==> src/rtl/vout_csr_pkg.sv <==
package vout_csr_pkg;

    localparam int DATA_W  = 16;
    localparam int ADDR_W  = 4;
    localparam int NUM_REG = 9;
    localparam int NUM_SZ  = 3;

    typedef enum logic [ADDR_W-1:0] {
        A_CTRL  = 4'd0,
        A_STAT  = 4'd1,
        A_INT   = 4'd2,
        A_FILL  = 4'd3,
        A_MATCH = 4'd4,
        A_MODE  = 4'd5,
        A_WIDTH = 4'd6,
        A_F0    = 4'd7,
        A_F1    = 4'd8
    } reg_addr_e;

    // Bit order matches the control word, LSB last
    typedef struct packed {
        logic lock_req;
        logic sync_en;
        logic lock_ie;
        logic upd_ie;
        logic run;
    } ctrl_t;

    typedef struct packed {
        logic seq;
        logic ilace;
    } mode_t;

    typedef struct packed {
        logic lock_f;
        logic upd_f;
        logic uf;
    } flags_t;

    function automatic logic [DATA_W-1:0] ctrl_word(input ctrl_t c);
        logic [DATA_W-1:0] w;
        w = '0;
        w[4:0] = c;
        return w;
    endfunction

    function automatic logic [DATA_W-1:0] mode_word(input mode_t m);
        logic [DATA_W-1:0] w;
        w = '0;
        w[1:0] = m;
        return w;
    endfunction

    function automatic logic [DATA_W-1:0] stat_word(input logic act, input logic uf,
                                                    input logic aligned);
        logic [DATA_W-1:0] w;
        w = '0;
        w[0] = act;
        w[2] = uf;
        w[3] = aligned;
        return w;
    endfunction

    function automatic logic [DATA_W-1:0] int_word(input flags_t f);
        logic [DATA_W-1:0] w;
        w = '0;
        w[1] = f.upd_f;
        w[2] = f.lock_f;
        return w;
    endfunction

endpackage

==> src/rtl/vout_csr_cfg.sv <==
module vout_csr_cfg
    import vout_csr_pkg::*;
#(
    parameter int DW = DATA_W
) (
    input  logic                   clk,
    input  logic                   rst,
    input  logic                   wr_ctrl,
    input  logic                   wr_mode,
    input  logic [NUM_SZ-1:0]      wr_size,
    input  logic [DW-1:0]          wdata,
    output ctrl_t                  ctrl_q,
    output mode_t                  mode_q,
    output logic [NUM_SZ-1:0][DW-1:0] size_q
);

    always_ff @(posedge clk) begin
        if (rst) begin
            ctrl_q <= '0;
        end else if (wr_ctrl) begin
            ctrl_q <= ctrl_t'(wdata[4:0]);
        end
    end

    always_ff @(posedge clk) begin
        if (rst) begin
            mode_q <= '0;
        end else if (wr_mode) begin
            mode_q <= mode_t'(wdata[1:0]);
        end
    end

    for (genvar i = 0; i < NUM_SZ; i++) begin : g_size
        always_ff @(posedge clk) begin
            if (rst) begin
                size_q[i] <= '0;
            end else if (wr_size[i]) begin
                size_q[i] <= wdata;
            end
        end

        p_size_hold_r4: assert property (@(posedge clk) disable iff (rst)
            !wr_size[i] |=> $stable(size_q[i]));
    end

    p_run_load_r2: assert property (@(posedge clk) disable iff (rst)
        wr_ctrl |=> ctrl_q.run == $past(wdata[0]));

    p_ctrl_hold_r2: assert property (@(posedge clk) disable iff (rst)
        !wr_ctrl |=> $stable(ctrl_q));

endmodule

==> src/rtl/vout_csr_flags.sv <==
module vout_csr_flags
    import vout_csr_pkg::*;
(
    input  logic   clk,
    input  logic   rst,
    input  flags_t set_ev,
    input  flags_t clr_req,
    input  logic   upd_ie,
    input  logic   lock_ie,
    output flags_t flags_q,
    output logic   irq
);

    logic [2:0] set_v, clr_v, cur_v;
    assign set_v = set_ev;
    assign clr_v = clr_req;
    assign cur_v = flags_q;

    // Set has priority over a write-1 clear in the same cycle
    for (genvar i = 0; i < 3; i++) begin : g_flag
        always_ff @(posedge clk) begin
            if (rst) begin
                flags_q[i] <= 1'b0;
            end else begin
                flags_q[i] <= set_v[i] | (cur_v[i] & ~clr_v[i]);
            end
        end
    end

    always_ff @(posedge clk) begin
        if (rst) begin
            irq <= 1'b0;
        end else begin
            irq <= (flags_q.upd_f & upd_ie) | (flags_q.lock_f & lock_ie);
        end
    end

    p_uf_sticky_r6: assert property (@(posedge clk) disable iff (rst)
        (flags_q.uf && !clr_req.uf) |=> flags_q.uf);

    p_uf_set_wins_r8: assert property (@(posedge clk) disable iff (rst)
        set_ev.uf |=> flags_q.uf);

    p_upd_set_wins_r8: assert property (@(posedge clk) disable iff (rst)
        set_ev.upd_f |=> flags_q.upd_f);

    p_int_sticky_r7: assert property (@(posedge clk) disable iff (rst)
        (flags_q.lock_f && !clr_req.lock_f) |=> flags_q.lock_f);

    p_irq_quiet_r9: assert property (@(posedge clk) disable iff (rst)
        (!(flags_q.upd_f && upd_ie) && !(flags_q.lock_f && lock_ie)) |=> !irq);

    p_irq_fire_r9: assert property (@(posedge clk) disable iff (rst)
        ((flags_q.upd_f && upd_ie) || (flags_q.lock_f && lock_ie)) |=> irq);

endmodule

==> src/rtl/vout_csr_rdmux.sv <==
module vout_csr_rdmux
    import vout_csr_pkg::*;
#(
    parameter int DW      = DATA_W,
    parameter int FILL_W  = 10,
    parameter int MATCH_W = 4
) (
    input  logic                      clk,
    input  logic                      rst,
    input  logic                      rd,
    input  logic [ADDR_W-1:0]         addr,
    input  ctrl_t                     ctrl_q,
    input  mode_t                     mode_q,
    input  flags_t                    flags_q,
    input  logic                      act,
    input  logic                      aligned,
    input  logic [FILL_W-1:0]         fill,
    input  logic [MATCH_W-1:0]        match,
    input  logic [NUM_SZ-1:0][DW-1:0] size_q,
    output logic [DW-1:0]             rdata
);

    logic [DW-1:0] sel;

    always_comb begin
        sel = '0;
        case (addr)
            A_CTRL:  sel = ctrl_word(ctrl_q);
            A_STAT:  sel = stat_word(act, flags_q.uf, aligned);
            A_INT:   sel = int_word(flags_q);
            A_FILL:  sel = DW'(fill);
            A_MATCH: sel = DW'(match);
            A_MODE:  sel = mode_word(mode_q);
            A_WIDTH: sel = size_q[0];
            A_F0:    sel = size_q[1];
            A_F1:    sel = size_q[2];
            default: sel = '0;
        endcase
    end

    always_ff @(posedge clk) begin
        if (rst) begin
            rdata <= '0;
        end else begin
            rdata <= rd ? sel : '0;
        end
    end

    p_idle_zero_r11: assert property (@(posedge clk) disable iff (rst)
        !rd |=> rdata == '0);

    p_hi_addr_r11: assert property (@(posedge clk) disable iff (rst)
        (rd && addr > A_F1) |=> rdata == '0);

    p_stat_bit1_r5: assert property (@(posedge clk) disable iff (rst)
        (rd && addr == A_STAT) |=> rdata[1] == 1'b0);

endmodule

==> src/rtl/vout_csr.sv <==
module vout_csr
    import vout_csr_pkg::*;
#(
    parameter int FILL_W  = 10,
    parameter int MATCH_W = 4
) (
    input  logic               clk,
    input  logic               rst,
    input  logic [3:0]         bus_addr,
    input  logic               bus_rd,
    input  logic               bus_wr,
    input  logic [15:0]        bus_wdata,
    output logic [15:0]        bus_rdata,
    input  logic               ev_underflow,
    input  logic               ev_status_upd,
    input  logic               ev_lock_done,
    input  logic               out_active,
    input  logic               sof_aligned,
    input  logic [FILL_W-1:0]  fifo_fill,
    input  logic [MATCH_W-1:0] mode_onehot,
    output logic               run_en,
    output logic               sync_en,
    output logic               lock_en,
    output logic               interlaced,
    output logic               seq_planes,
    output logic [15:0]        active_width,
    output logic [15:0]        f0_lines,
    output logic [15:0]        f1_lines,
    output logic               irq
);

    logic [NUM_REG-1:0]                 wsel;
    logic [NUM_SZ-1:0]                  wr_size;
    ctrl_t                              ctrl_q;
    mode_t                              mode_q;
    flags_t                             flags_q;
    flags_t                             set_ev;
    flags_t                             clr_req;
    logic [NUM_SZ-1:0][DATA_W-1:0]      size_q;

    // One write select per mapped word
    for (genvar i = 0; i < NUM_REG; i++) begin : g_wsel
        assign wsel[i] = bus_wr && (bus_addr == ADDR_W'(i));
    end

    for (genvar i = 0; i < NUM_SZ; i++) begin : g_wsz
        assign wr_size[i] = wsel[int'(A_WIDTH) + i];
    end

    assign set_ev  = '{lock_f: ev_lock_done, upd_f: ev_status_upd, uf: ev_underflow};
    assign clr_req = '{lock_f: wsel[A_INT] & bus_wdata[2],
                       upd_f:  wsel[A_INT] & bus_wdata[1],
                       uf:     wsel[A_STAT] & bus_wdata[2]};

    vout_csr_cfg #(.DW(DATA_W)) u_cfg (
        .clk     (clk),
        .rst     (rst),
        .wr_ctrl (wsel[A_CTRL]),
        .wr_mode (wsel[A_MODE]),
        .wr_size (wr_size),
        .wdata   (bus_wdata),
        .ctrl_q  (ctrl_q),
        .mode_q  (mode_q),
        .size_q  (size_q)
    );

    vout_csr_flags u_flags (
        .clk     (clk),
        .rst     (rst),
        .set_ev  (set_ev),
        .clr_req (clr_req),
        .upd_ie  (ctrl_q.upd_ie),
        .lock_ie (ctrl_q.lock_ie),
        .flags_q (flags_q),
        .irq     (irq)
    );

    vout_csr_rdmux #(.DW(DATA_W), .FILL_W(FILL_W), .MATCH_W(MATCH_W)) u_rd (
        .clk     (clk),
        .rst     (rst),
        .rd      (bus_rd),
        .addr    (bus_addr),
        .ctrl_q  (ctrl_q),
        .mode_q  (mode_q),
        .flags_q (flags_q),
        .act     (out_active),
        .aligned (sof_aligned),
        .fill    (fifo_fill),
        .match   (mode_onehot),
        .size_q  (size_q),
        .rdata   (bus_rdata)
    );

    assign run_en       = ctrl_q.run;
    assign sync_en      = ctrl_q.sync_en;
    assign lock_en      = ctrl_q.lock_req & ctrl_q.sync_en;
    assign interlaced   = mode_q.ilace;
    assign seq_planes   = mode_q.seq;
    assign active_width = size_q[0];
    assign f0_lines     = size_q[1];
    assign f1_lines     = size_q[2];

    p_lock_needs_sync_r3: assert property (@(posedge clk) disable iff (rst)
        lock_en |-> sync_en);

endmodule

==> config.mk <==
export PLATFORM = sky130hd
export DESIGN_NAME = vout_csr
export DESIGN_NICKNAME = d
export VERILOG_FILES = /design/src/rtl/vout_csr_pkg.sv /design/src/rtl/vout_csr_cfg.sv /design/src/rtl/vout_csr_flags.sv /design/src/rtl/vout_csr_rdmux.sv /design/src/rtl/vout_csr.sv
export SDC_FILE = /design/constraint.sdc
export NUM_CORES = 1
export LEC_CHECK = 0
export ABC_AREA = 1
export BUFFER_PORTS_ARGS = -buffer_cell sky130_fd_sc_hd__buf_4
export CORE_MARGIN = 2
export CORE_UTILIZATION = 49
export CTS_CLUSTER_DIAMETER = 60
export DETAILED_ROUTE_END_ITERATION = 6
export PLACE_DENSITY = 0.83
export SLEW_MARGIN = 20
export SYNTH_ARGS = -nofsm -noshare
export SYNTH_HDL_FRONTEND = slang
export SYNTH_SLANG_ARGS = --single-unit
export TNS_END_PERCENT = 100
==> constraint.sdc <==
create_clock -name clk -period 1 [get_ports clk]
set_input_delay 0 -clock clk [delete_from_list [all_inputs] [get_ports clk]]
set_output_delay 0 -clock clk [all_outputs]
set_load 0.01 [all_outputs]
==> results.yml, run 1 <==
drt:
  drc: 0
  dr.pass1.iters: 5
  routed_wl_mm: 9.88
  via_per_inst: 5.33
  dr_total_vias: 3542
  drt_iter0_markers: 281
  routedWlPerCell_um: 14.9
  ant_nets: 0
sta:
  whs_ns: 0.00931
  tightest_slew_ns: 0.477
  slew_headroom_pct: 68.1
  finalCritPeriodShare_pct: 95.3
  setup_viol: 0
  hold_viol_final: 0
  rsz0062_at_grt: "false"
  fin_worst_skew_ns: 0.00876
  finalCriticalPeriod_ns: 0.953
  finalMaxSlewViolations: 0
  fmax_ghz: 1.05
die:
  die_h_um: 84.2
  io_pins: 113
  dieArea_um2: 7090
  initial_utilization_pct: 50.2
  core_area_um2: 6280
  fp-row-count: 29
  die_w_um: 84.2
worst_hold_path:
  hold_path.class: "in2reg"
power_and_ir_drop:
  peakVddDrop_v: 0.00107
  cellPowerDensity_nw_per_um2: 1390
  finalPower_w: 0.00646
  pwr-share-clk_pct: 41.9
  power.switching_w: 0.00159
  internal-power_w: 0.00487
  comb_power_share_pct: 10.6
  pwr-share-seq_pct: 47.5
  p_sw_share_pct: 24.7
  power.leakage_nw: 2.03
clock_tree:
  clock_latency_ns: 0.35
  cts_tree: "built"
  cts_buffers: 9
  htreeDepth: 3
  cts_root_buf: "clkbuf_8"
  clkTransAtPathRegs_ns: 0.08
  clockBufferDepth: 2
  postCtsSetupRepairBufs: 0
  cts_sinks: 75
critical_path:
  crit_fanout: 3
  reg2reg_slack_ns: 0.05
  cp-end-kind: "flop"
  critical_path_class: "reg2reg"
  start_kind: "flop"
  cp_data_arrival_time_ns: 1.18
  cp.required_ns: 1.23
logic_synthesis:
  netlist_area_um2: 3150
  ys_types: 20
  netlist_instances: 438
  syn-num-nets: 481
  synth_edf_count: 0
  ys_warn_count: 0
  postSynth.asyncResetShare_pct: 0
  ys.flop_type: "dfxtp_1"
  synth.yosys.seq_area_share_pct: 47.7
  syn_avg_cell_area_um2: 7.19
  ys_ff_latch: 75
final_layout:
  finalInstanceArea_um2: 4640
  n_antenna_cell: 0
  fin_nets: 626
  area_growth_pct: 47.2
  drive_above_1_share_pct: 28.1
status:
  status: "finished, final reports clean"
run:
  maxCapViolations: 0
global_route:
  gr-total-overflow: 0
  grt_pass1_wl_mm: 15.9
  grt_pass1_vias: 3325
  grt_max_degree: 37
  antenna_found_initial: 0
  grt_usage_pct: 27.6
place:
  dp_hpwl_mm: 6.95
  portBuffers: 112
  place.gp.congestion: 0.953
  placed_cell_area_um2: 4170
==> per-stage QoR <==
stage	cells	setup TNS (ns)	setup slack, ns	util [%]
floorplan	438	0	0.179	-
global placement	626	-0.798	-0.0862	66.4
detailed placement	626	-1.51	-0.121	66.4
CTS	665	0	0.00816	73.8
global route	665	0	0.0101	73.9
finish	665	0	0.0475	73.9
==> logic make-up after synthesis <==
family | synth area share, %
AND/OR/NAND/NOR | 26.4
AO/OA/AOI/OAI | 17.0
flip-flops | 47.7
buffers and inverters | 8.90
==> path summary, 6_finish.rpt <==
check,cells after the start,startpoint,end
worst min-delay path,5,fifo_fill[4],u_rd.rdata[4]$_SDFF_PP0_
worst min register to register,2,u_cfg.size_q[4]$_SDFFE_PP0P_,u_cfg.size_q[4]$_SDFFE_PP0P_
worst max register to register,4,u_cfg.size_q[3]$_SDFFE_PP0P_,u_rd.rdata[3]$_SDFF_PP0_
worst max-delay path,4,u_cfg.size_q[3]$_SDFFE_PP0P_,u_rd.rdata[3]$_SDFF_PP0_
==> synthesized netlist by cell type (3+ instances only) <==
library cell	count	area share (%)
nand2_1	97	12
clkbuf_1	9	1.1
nand3_1	60	9.5
dfxtp_1	75	48
a21oi_1	63	10
o211ai_1	6	1.4
nor2_1	28	3.3
inv_2	4	0.48
o21ai_0	33	5.2
buf_2	11	1.7
buf_4	3	0.71
inv_1	36	4.3
==> per-layer routing <==
| layer | global-route usage (%) | vias up | share of wire, % |
|---|---|---|---|
| met2 | 46.0 | 172 | 49 |
| met4 | 9.97 | 0 | 1.9 |
| met5 | 0 | - | 0 |
| li1 | - | 1726 | - |
| met3 | 5.11 | 18 | 7.9 |
| met1 | 35.9 | 1626 | 41 |
==> worst max-delay path, cell delays in order (launching register included) <==
cell	delay [ns]
dfxtp_1	0.35
nand3_1	0.11
nand2_1	0.07
nor2_1	0.19
a21oi_1	0.11
==> power groups by stage <==
stage / clock network (W) / logic [W] / registers [W]
3_3_place_gp: 0 / 0.000592 / 0.00314
4_1_cts: 0.00271 / 0.000675 / 0.00307
5_1_grt: 0.00284 / 0.000741 / 0.00308
6_report: 0.00270 / 0.000685 / 0.00307
3_5_place_dp: 0 / 0.000600 / 0.00314
2_1_floorplan: 0 / 0.000240 / 0.00315
==> placed cells by master, fill, tap and decap left out <==
cell	count
buf_4	135
dfxtp_2	2
clkbuf_8	10
dlygate4sd3_1	23
clkinvlp_4	1
o211ai_1	6
bufinv_16	2
o21ai_1	2
nand3_1	60
inv_1	36
dfxtp_1	73
nor2_2	2
inv_6	1
a21oi_1	63
inv_2	4
nand2_2	1
clkinv_4	1
o21ai_0	33
buf_12	2
nor2_1	28
inv_8	1
nand2_1	97
nand4_1	2
nor2_4	2
nand3_2	1
==> registers in the layout, summed over array words and instances (netlist names) <==
| register | cells |
|---|---|
| u_flags.irq | 1 |
| u_rd.rdata | 16 |
| u_cfg.size_q | 48 |
| u_flags.flags_q | 3 |
| u_cfg.ctrl_q | 5 |
| u_cfg.mode_q | 2 |
==> final cells by class <==
cell class / count / area [um^2]
sequential: 75 / 1500
timing repair buffer: 160 / 1280
clock inverter: 6 / 96.3
tap: 77 / 96.3
fill: 481 / 1640
multi-input combinational: 297 / 1370
clock buffer: 10 / 138
inverter: 40 / 150
==> repair_timing <==
| action | 4_1_cts | 5_1_grt |
|---|---|---|
| hold buffers | 23 | 0 |
| endpoints found under the setup margin | 0 | 1 |
| hold endpoints to repair | 58 | 0 |
| gates resized for setup | 0 | 2 |
Power figures use the tool's default switching activity.
==> run 2, diff against run 1 <==
--- a/config.mk
+++ b/config.mk
@@ -8,3 +8,3 @@
 export ABC_AREA = 1
-export BUFFER_PORTS_ARGS = -buffer_cell sky130_fd_sc_hd__buf_4
+export BUFFER_PORTS_ARGS = -buffer_cell sky130_fd_sc_hd__clkbuf_2
 export CORE_MARGIN = 2
@@ -13,2 +13,3 @@
 export DETAILED_ROUTE_END_ITERATION = 6
+export HOLD_SLACK_MARGIN = 0.06
 export PLACE_DENSITY = 0.83
==> constraint.sdc (replaced) <==
create_clock -name clk -period 1 [get_ports clk]
set_input_delay 0.1 -clock clk [delete_from_list [all_inputs] [get_ports clk]]
set_output_delay 0.1 -clock clk [all_outputs]
set_load 0.01 [all_outputs]
==> run 2 against run 1 <==
  * The run now ends with negative setup slack left
  * Final area decreased by 6.9%
  * Combinational power fell by 11%
  * Die area is the same
  * Utilization is 5.1 points lower
  * Via count grew 0.45%
  * Final cell count decreased by 0.90%
  * Largest cell class unchanged
  * Highest routed layer unchanged
==> results.yml, run 2 (synthesis results as in run 1) <==
critical_path:
  cp_data_arrival_time_ns: 0.93
  r2r_start: "u_cfg.ctrl_q[3]$_SDFFE_PP0P_"
  start_kind: "flop"
  cp.required_ns: 0.90
  r2r_cells: 4
  critical_path_class: "reg2out"
  worstSetupStartpoint: "u_cfg.ctrl_q[3]$_SDFFE_PP0P_"
  crit_fanout: 4
  cp-end-kind: "primary output"
sta:
  finalSetupTns_ns: -0.0257
  setup_viol: 1
  tightest_slew_ns: 0.399
  fmax_ghz: 0.975
  finalMaxSlewViolations: 0
  hold_viol_final: 0
  slew_headroom_pct: 73.4
  whs_ns: 0.0784
  finalCriticalPeriod_ns: 1.03
  fin_worst_skew_ns: 0.00892
  finalCritPeriodShare_pct: 103
  rsz0062_at_grt: "true"
  setup_ws_ns: -0.0257
status:
  status: "finished with violations"
  violations: "negative setup slack"
clock_tree:
  cts_tree: "built"
  cts_root_buf: "clkbuf_8"
  cts_sinks: 75
  htreeDepth: 3
  clockBufferDepth: 2
  clock_latency_ns: 0.35
  cts_buffers: 9
  clkTransAtPathRegs_ns: 0.08
global_route:
  grt_pass1_wl_mm: 15.9
  grt_pass1_vias: 3375
  grt_max_degree: 37
  grt_usage_pct: 28.0
  gr-total-overflow: 0
  antenna_found_initial: 0
final_layout:
  area_growth_pct: 37.0
  final_common_cell: "clkbuf_2"
  top_register: "u_cfg.size_q"
  seq_area_um2: 1530
  fillers: 523
  layout_common_cells: "111 x clkbuf_2, 97 x nand2_1, 63 x a21oi_1"
  reg_top3: "u_cfg.size_q x48, u_rd.rdata x16, u_cfg.ctrl_q x5"
  largest_reg_flops: 48
  drive_above_1_share_pct: 31.4
  fin_nets: 620
  n_antenna_cell: 0
  fin_util_pct: 68.8
  multi_input_area_um2: 1370
  finalInstanceArea_um2: 4320
power_and_ir_drop:
  cellPowerDensity_nw_per_um2: 1390
  peakVddDrop_v: 0.000898
  power.leakage_nw: 1.93
drt:
  routedWlPerCell_um: 14.9
  dr.pass1.iters: 5
  ant_nets: 0
  drt_iter0_markers: 301
  via_per_inst: 5.40
  routed_wl_mm: 9.81
  drc: 0
  dr_total_vias: 3558
worst_hold_path:
  min_from: "fifo_fill[6]"
  hold_path.class: "in2reg"
  whs_path_depth: 5
die:
  core_area_um2: 6280
  die_h_um: 84.2
  io_pins: 113
  dieArea_um2: 7090
  initial_utilization_pct: 50.2
  fp-row-count: 29
  die_w_um: 84.2
place:
  dp_hpwl_mm: 6.73
  placed_cell_area_um2: 3940
  place.gp.congestion: 0.959
  portBuffers: 112
run:
  maxCapViolations: 0
## run 2: cell types whose count changed in the layout (fill, tap and decap cells not counted), sizes merged
| cell | previous run | this run |
|---|---|---|
| bufinv | 2 | 1 |
| clkinv | 1 | 3 |
| inv | 42 | 41 |
| dlygate4sd3 | 23 | 16 |
| buf | 137 | 27 |
| clkbuf | 10 | 121 |
## run 2: cell type report
cell class / instances / area share, %
well taps: 77 / 2.23
multi-input cells: 297 / 31.7
clock buffers: 10 / 2.96
flip-flops and latches: 75 / 35.4
clock inverters: 6 / 1.51
inverters: 40 / 3.48
repair buffers: 154 / 22.8
## run 2: worst paths after layout
path,slack (ns),end
setup / recovery,-0.03,lock_en
hold reg to reg,0.46,u_cfg.mode_q[1]$_SDFFE_PP0P_
hold / removal,0.08,u_rd.rdata[6]$_SDFF_PP0_
setup reg to reg,0.15,u_rd.rdata[3]$_SDFF_PP0_
## run 2: what timing repair did
item | in CTS | in global routing
buffers inserted | 0 | 0
hold endpoints to repair | 26 | 0
pin swaps | 0 | 0
endpoints found under the setup margin | 1 | 21
hold buffers | 16 | 0
gates resized for setup | 2 | 20
## run 2: worst max-delay path, cell delays in order (launching register included)
cell     delay (ns)
dfxtp_2        0.36
nand2_1        0.06
inv_1          0.05
buf_2          0.11
## run 2: per-stage QoR
stage	power [W]	cells	worst slack, ns
after floorplan	0.00339	438	0.0791
after global placement	0.00367	627	-0.174
after detailed placement	0.00368	627	-0.229
after CTS	0.00597	659	-0.0362
after global routing	0.00621	659	-0.0681
final	0.00600	659	-0.0257
## run 2: where the power goes
| part | switching (W) | internal [W] | leakage (nW) | total [W] |
|---|---|---|---|---|
| combinational | 0.000357 | 0.000255 | 1.22 | 0.000612 |
| clock | 0.00115 | 0.00116 | 0.0966 | 0.00231 |
| sequential | 0.0000346 | 0.00304 | 0.617 | 0.00307 |
| total | 0.00155 | 0.00445 | 1.93 | 0.00600 |
## run 2: layer usage
| metal | share of wire (%) | wire length (um) | vias up | global-route usage (%) |
|---|---|---|---|---|
| li1 | - | - | 1717 | - |
| met1 | 41 | 3990 | 1635 | 35.0 |
| met2 | 48 | 4740 | 179 | 45.9 |
| met3 | 8.4 | 824 | 27 | 7.28 |
| met4 | 2.7 | 261 | 0 | 11.9 |
| met5 | 0 | 0 | - | 0 |
